`config.mk`:
```
export PLATFORM = sky130hd
export DESIGN_NAME = cfg_bcast_writer
export DESIGN_NICKNAME = d
export VERILOG_FILES = /design/src/rtl/cbw_pkg.sv /design/src/rtl/cbw_decode.sv /design/src/rtl/cbw_wbuf.sv /design/src/rtl/cbw_fanout.sv /design/src/rtl/cbw_rdresp.sv /design/src/rtl/cfg_bcast_writer.sv
export SDC_FILE = /design/constraint.sdc
export NUM_CORES = 1
export LEC_CHECK = 0
export CAP_MARGIN = 20
export CORE_MARGIN = 2
export CORE_UTILIZATION = 40
export CTS_BUF_LIST = sky130_fd_sc_hd__clkbuf_2 sky130_fd_sc_hd__clkbuf_4 sky130_fd_sc_hd__clkbuf_8
export CTS_CLUSTER_DIAMETER = 200
export DETAILED_ROUTE_END_ITERATION = 6
export HOLD_SLACK_MARGIN = 0.15
export PLACE_DENSITY = 0.68
export SYNTH_ARGS = -nofsm -noshare
export SYNTH_HDL_FRONTEND = slang
export SYNTH_SLANG_ARGS = --single-unit
```
`constraint.sdc`:
```
create_clock -name clk -period 1.6 [get_ports clk]
set_clock_uncertainty 0.05 [all_clocks]
set_input_delay 0.16 -clock clk [delete_from_list [all_inputs] [get_ports clk]]
set_output_delay 0.16 -clock clk [all_outputs]
set_load 0.05 [all_outputs]
```
`src/rtl/cbw_pkg.sv`:
```
package cbw_pkg;
  typedef enum logic {
    WIN_REG   = 1'b0,
    WIN_FDATA = 1'b1
  } cbw_win_e;
endpackage

```
`src/rtl/cbw_decode.sv`:
```
module cbw_decode #(
  parameter int DATA_W     = 32,
  parameter int WORDS      = 4,
  parameter int RA_W       = 6,
  parameter int WIN_AW     = 12,
  parameter logic [RA_W-1:0] FDATA_ADDR = 6'h0C
) (
  input  logic                 wr_en,
  input  logic                 wr_win,
  input  logic [WIN_AW-1:0]    wr_addr,
  input  logic [DATA_W/8-1:0]  wr_strb,
  output logic [WORDS-1:0]     word_sel,
  output logic                 fire,
  output logic [RA_W-1:0]      tgt_addr
);
  import cbw_pkg::*;
  localparam int SEL_W  = $clog2(WORDS);
  localparam int SEL_LO = $clog2(DATA_W/8);
  localparam int RA_LO  = SEL_LO + SEL_W;

  logic             accept;
  logic [SEL_W-1:0] idx;
  logic             unused_bits;

  assign accept      = wr_en && (&wr_strb);
  assign idx         = wr_addr[SEL_LO +: SEL_W];
  assign unused_bits = ^{wr_addr[SEL_LO-1:0], wr_addr[WIN_AW-1:RA_LO+RA_W]};

  for (genvar g = 0; g < WORDS; g++) begin : g_sel
    assign word_sel[g] = accept && (idx == SEL_W'(g));
  end

  assign fire     = word_sel[WORDS-1];
  assign tgt_addr = (cbw_win_e'(wr_win) == WIN_FDATA) ? FDATA_ADDR
                                                      : wr_addr[RA_LO +: RA_W];
endmodule

```
`src/rtl/cbw_wbuf.sv`:
```
module cbw_wbuf #(
  parameter int DATA_W = 32,
  parameter int WORDS  = 4
) (
  input  logic                    clk,
  input  logic                    rst,
  input  logic [WORDS-1:0]        word_sel,
  input  logic [DATA_W-1:0]       wr_data,
  output logic [WORDS*DATA_W-1:0] next_img
);
  for (genvar g = 0; g < WORDS; g++) begin : g_word
    logic [DATA_W-1:0] q;
    always_ff @(posedge clk) begin
      if (rst)              q <= '0;
      else if (word_sel[g]) q <= wr_data;
    end
    assign next_img[g*DATA_W +: DATA_W] = word_sel[g] ? wr_data : q;
  end
endmodule

```
`src/rtl/cbw_fanout.sv`:
```
module cbw_fanout #(
  parameter int PKT_W = 128,
  parameter int RA_W  = 6,
  parameter int TGT_N = 15,
  parameter logic [TGT_N-1:0] CONN_MASK = 15'h7BFF
) (
  input  logic             clk,
  input  logic             rst,
  input  logic             fire,
  input  logic [RA_W-1:0]  tgt_addr,
  input  logic [PKT_W-1:0] img,
  output logic [TGT_N-1:0] pkt_valid,
  output logic [RA_W-1:0]  pkt_addr,
  output logic [PKT_W-1:0] pkt_data
);
  for (genvar g = 0; g < TGT_N; g++) begin : g_tgt
    if (CONN_MASK[g]) begin : g_on
      logic v_q;
      always_ff @(posedge clk) begin
        if (rst) v_q <= 1'b0;
        else     v_q <= fire;
      end
      assign pkt_valid[g] = v_q;
    end else begin : g_off
      assign pkt_valid[g] = 1'b0;
    end
  end

  always_ff @(posedge clk) begin
    if (rst) begin
      pkt_addr <= '0;
      pkt_data <= '0;
    end else if (fire) begin
      pkt_addr <= tgt_addr;
      pkt_data <= img;
    end
  end
endmodule

```
`src/rtl/cbw_rdresp.sv`:
```
module cbw_rdresp #(
  parameter int DATA_W = 32
) (
  input  logic              clk,
  input  logic              rst,
  input  logic              rd_en,
  output logic [DATA_W-1:0] rd_data,
  output logic              rd_err
);
  always_ff @(posedge clk) begin
    if (rst) rd_err <= 1'b0;
    else     rd_err <= rd_en;
    rd_data <= '0;
  end
endmodule

```
`src/rtl/cfg_bcast_writer.sv`:
```
module cfg_bcast_writer #(
  parameter int DATA_W = 32,
  parameter int WORDS  = 4,
  parameter int RA_W   = 6,
  parameter int WIN_AW = 12,
  parameter int TGT_N  = 15,
  parameter logic [TGT_N-1:0] CONN_MASK  = 15'h7BFF,
  parameter logic [RA_W-1:0]  FDATA_ADDR = 6'h0C
) (
  input  logic                    clk,
  input  logic                    rst,
  input  logic                    wr_en,
  input  logic                    wr_win,
  input  logic [WIN_AW-1:0]       wr_addr,
  input  logic [DATA_W-1:0]       wr_data,
  input  logic [DATA_W/8-1:0]     wr_strb,
  input  logic                    rd_en,
  output logic [DATA_W-1:0]       rd_data,
  output logic                    rd_err,
  output logic [TGT_N-1:0]        pkt_valid,
  output logic [RA_W-1:0]         pkt_addr,
  output logic [WORDS*DATA_W-1:0] pkt_data
);
  localparam int PKT_W = WORDS * DATA_W;

  logic [WORDS-1:0] word_sel;
  logic             fire;
  logic [RA_W-1:0]  tgt_addr;
  logic [PKT_W-1:0] img;

  cbw_decode #(.DATA_W(DATA_W), .WORDS(WORDS), .RA_W(RA_W), .WIN_AW(WIN_AW),
               .FDATA_ADDR(FDATA_ADDR)) u_dec (
    .wr_en(wr_en), .wr_win(wr_win), .wr_addr(wr_addr), .wr_strb(wr_strb),
    .word_sel(word_sel), .fire(fire), .tgt_addr(tgt_addr));

  cbw_wbuf #(.DATA_W(DATA_W), .WORDS(WORDS)) u_buf (
    .clk(clk), .rst(rst), .word_sel(word_sel), .wr_data(wr_data),
    .next_img(img));

  cbw_fanout #(.PKT_W(PKT_W), .RA_W(RA_W), .TGT_N(TGT_N),
               .CONN_MASK(CONN_MASK)) u_fan (
    .clk(clk), .rst(rst), .fire(fire), .tgt_addr(tgt_addr), .img(img),
    .pkt_valid(pkt_valid), .pkt_addr(pkt_addr), .pkt_data(pkt_data));

  cbw_rdresp #(.DATA_W(DATA_W)) u_rd (
    .clk(clk), .rst(rst), .rd_en(rd_en), .rd_data(rd_data), .rd_err(rd_err));
endmodule

```
==> flow_summary.ini <==
[cts]
clock_path_buffers = 3
cts-root-buf = clkbuf_8
clkSinkCount = 232
cts.clk_slew.worst_paths_ps = 60
clk_latency_ps = 540
cts_tree = yes
cts_buffers = 40
cts_max_level = 2

[critical_path]
crit_type = in2reg
r2r-start = u_fan.pkt_data[33]
reg2reg_to = u_fan.pkt_data[33]
required_ps = 1950
cp_data_arrival_time_ps = 1910
crit_path_end_kind = flip-flop
cp_max_fo = 32
ff2ff_setup_slack_ps = 840
start_kind = primary input
r2r_cells = 2

[synth]
ys_seq_area_frac = 0.499
syn_area_mm2 = 0.00931
syn_inst = 1017
yosysWarnings = 0
syn_area_per_cell_um2 = 9.16
ys_seq_elements = 232
synth_cell_types = 26

[worst_hold_path]
holdPathEnd = u_fan.pkt_data[102]
hold_path_class = in2reg
hold_start = wr_data[6]
hold_depth = 3

[drt]
final_antenna_net_count = 0
drt_wl_total_mm = 26.4
drt-initial-drc-count = 407
routedWlPerCell_um = 17.1
drc = 0
vias = 7851
viasPerCell = 5.09
first_pass_iters = 5

[timing]
min_period_ps = 1560
slew_violations = 0
finalSetupTns_ps = 0
fmax_mhz = 642
rsz0062_at_grt = false
fin_crit_sh = 0.974
setup_viol = 0
hold_viol_final = 0

[power]
p_int_uw = 9080
p_switching_uw = 2880
p_per_area_mw_per_mm2 = 962
p_sw_frac = 0.241
peakVddDrop_mv = 0.547
p_comb_frac = 0.075
p_leak_uw = 0.00504
pwr-share-clk = 0.440
seqPwrFrac = 0.485

[status]
status = complete, no violations

[die]
rows = 55
initial_utilization = 0.409
die_w_um = 157
coreArea_mm2 = 0.0228
die_y_um = 157
io_pins = 235
die_area_mm2 = 0.0245

[cells_and_area]
num_antenna_cells = 0
syn2layout_area_growth_pct = 33.5
nets = 1260
fin_cells = 1543
drive_above_1_share = 0.228

[placed_design]
gp_congestion = 0.793
dpl.hpwl_mm = 18.2
io_buffers = 197
place_inst = 1473

[job]
drv_cap = 0

[global_routing]
antenna_found_initial = 0
overflow = 0
grt_pass1_vias = 7617
grtUsageTotal = 0.210
grt_max_degree = 53
grt_pass1_wl_mm = 40.6
==> area by class of cell <==
cell class	count	area (um2)
well taps	313	392
fillers	2067	10300
inverters	1	3.75
flip-flops and latches	232	4640
clock inverters	3	18.8
repair buffers	261	2600
clock buffers	62	753
multi-input cells	671	4030
==> per-layer routing <==
layer | vias to the layer above | global-route usage | wire, um
met2 | 260 | 0.340 | 12500
met1 | 3716 | 0.273 | 11500
met4 | 0 | 0.0603 | 621
met5 | - | 0 | 0
li1 | 3830 | - | -
met3 | 45 | 0.0606 | 1850
==> synthesized netlist by cell type <==
cell type    n  share of area
nor3_1       1        0.00054
nor2b_1      1        0.00067
o21ai_0     63          0.034
buf_4       50          0.040
a211oi_1     2         0.0016
a21oi_1    134          0.072
and3_1       1        0.00067
or4b_1       1         0.0011
nor4_2       1         0.0013
nand4b_1     4         0.0038
buf_6        6         0.0073
or4_1        1        0.00081
nand4_1      1        0.00067
conb_1       1        0.00040
mux2i_1     96           0.10
and4_1       1        0.00094
nand2_1      1        0.00040
nor2_1       3         0.0012
dfxtp_1    232           0.50
clkbuf_1    66          0.027
buf_2        9         0.0048
nand3_1    130          0.070
inv_1        1        0.00040
buf_1       14         0.0056
nand2b_1   128          0.086
o21ai_1     69          0.037
==> kinds of logic after synthesis <==
logic type      synth area share
simple gates               0.168
mux                        0.103
buf+inv                   0.0851
compound gates             0.145
flops                      0.499
other cells             0.000403
==> critical path, cell delays in order <==
cell	delay [ps]
clkdlybuf4s50_1	490
nand3_1	130
or4b_2	710
buf_12	220
mux2i_1	160
==> repair_timing <==
item | in CTS | in global routing
endpoints found under the hold margin | 65 | 0
hold buffers | 5 | 0
resized for setup | 1 | 0
buffers inserted | 0 | 0
setup endpoints to repair | 14 | 0
==> worst max path at each step <==
| stage | cells past startpoint | slack, ps | to | startpoint |
|---|---|---|---|---|
| 3_3_place_gp | 5 | -420 | u_buf.g_word[2].q[29] | wr_strb[1] |
| 3_5_place_dp | 5 | -480 | u_buf.g_word[2].q[29] | wr_strb[1] |
| 2_1_floorplan | 5 | 260 | u_buf.g_word[2].q[10] | wr_strb[1] |
| 6_report | 5 | 40 | u_buf.g_word[2].q[29] | wr_strb[1] |
| 5_1_grt | 2 | 30 | pkt_valid[8] | u_fan.g_tgt[4].g_on.v_q |
| 4_1_cts | 2 | 50 | pkt_valid[8] | u_fan.g_tgt[4].g_on.v_q |
==> power by group through the flow <==
| stage | Clock, uW | Sequential [uW] | Combinational, uW |
|---|---|---|---|
| after floorplan | 0 | 5940 | 534 |
| after global placement | 0 | 5930 | 886 |
| after detailed placement | 0 | 5930 | 886 |
| after CTS | 5380 | 5800 | 897 |
| after global routing | 5640 | 5800 | 950 |
| final | 5260 | 5800 | 899 |
==> sequential cells by signal (all words and copies together) (netlist names) <==
name	cells
u_fan.pkt_data	128
u_buf.g_word.q	96
u_fan.pkt_addr	6
u_fan.g_tgt.g_on.v_q	1
u_rd.rd_err	1
==> through the flow <==
| step | power (uW) | utilization | hold WS, ps | cell area (um2) | setup slack (ps) |
|---|---|---|---|---|---|
| finish | 12000 | 0.546 | 177 | 12400 | 42.4 |
| global route | 12400 | 0.546 | 179 | 12400 | 34.8 |
| floorplan | 6480 | - | 238 | 9430 | 258 |
| detailed placement | 6810 | 0.510 | 406 | 11600 | -483 |
| CTS | 12100 | 0.546 | 152 | 12400 | 45.9 |
| global placement | 6810 | 0.510 | 404 | 11600 | -416 |
==> cells in the final DEF (no fill, tap or decap), drive strengths merged <==
master	n
a211oi	2
buf	209
mux2i	96
nand3	130
nand2b	128
clkbuf	62
nor2b	1
and3	1
clkinv	2
nand4	1
and4	1
or4	1
conb	33
nor2	3
nor4	1
o21ai	132
inv	2
dlygate4sd3	5
a21oi	134
nand2	1
nand4b	4
or4b	1
nor3	1
dfxtp	232
clkdlybuf4s50	47
Power figures use the tool's default switching activity.
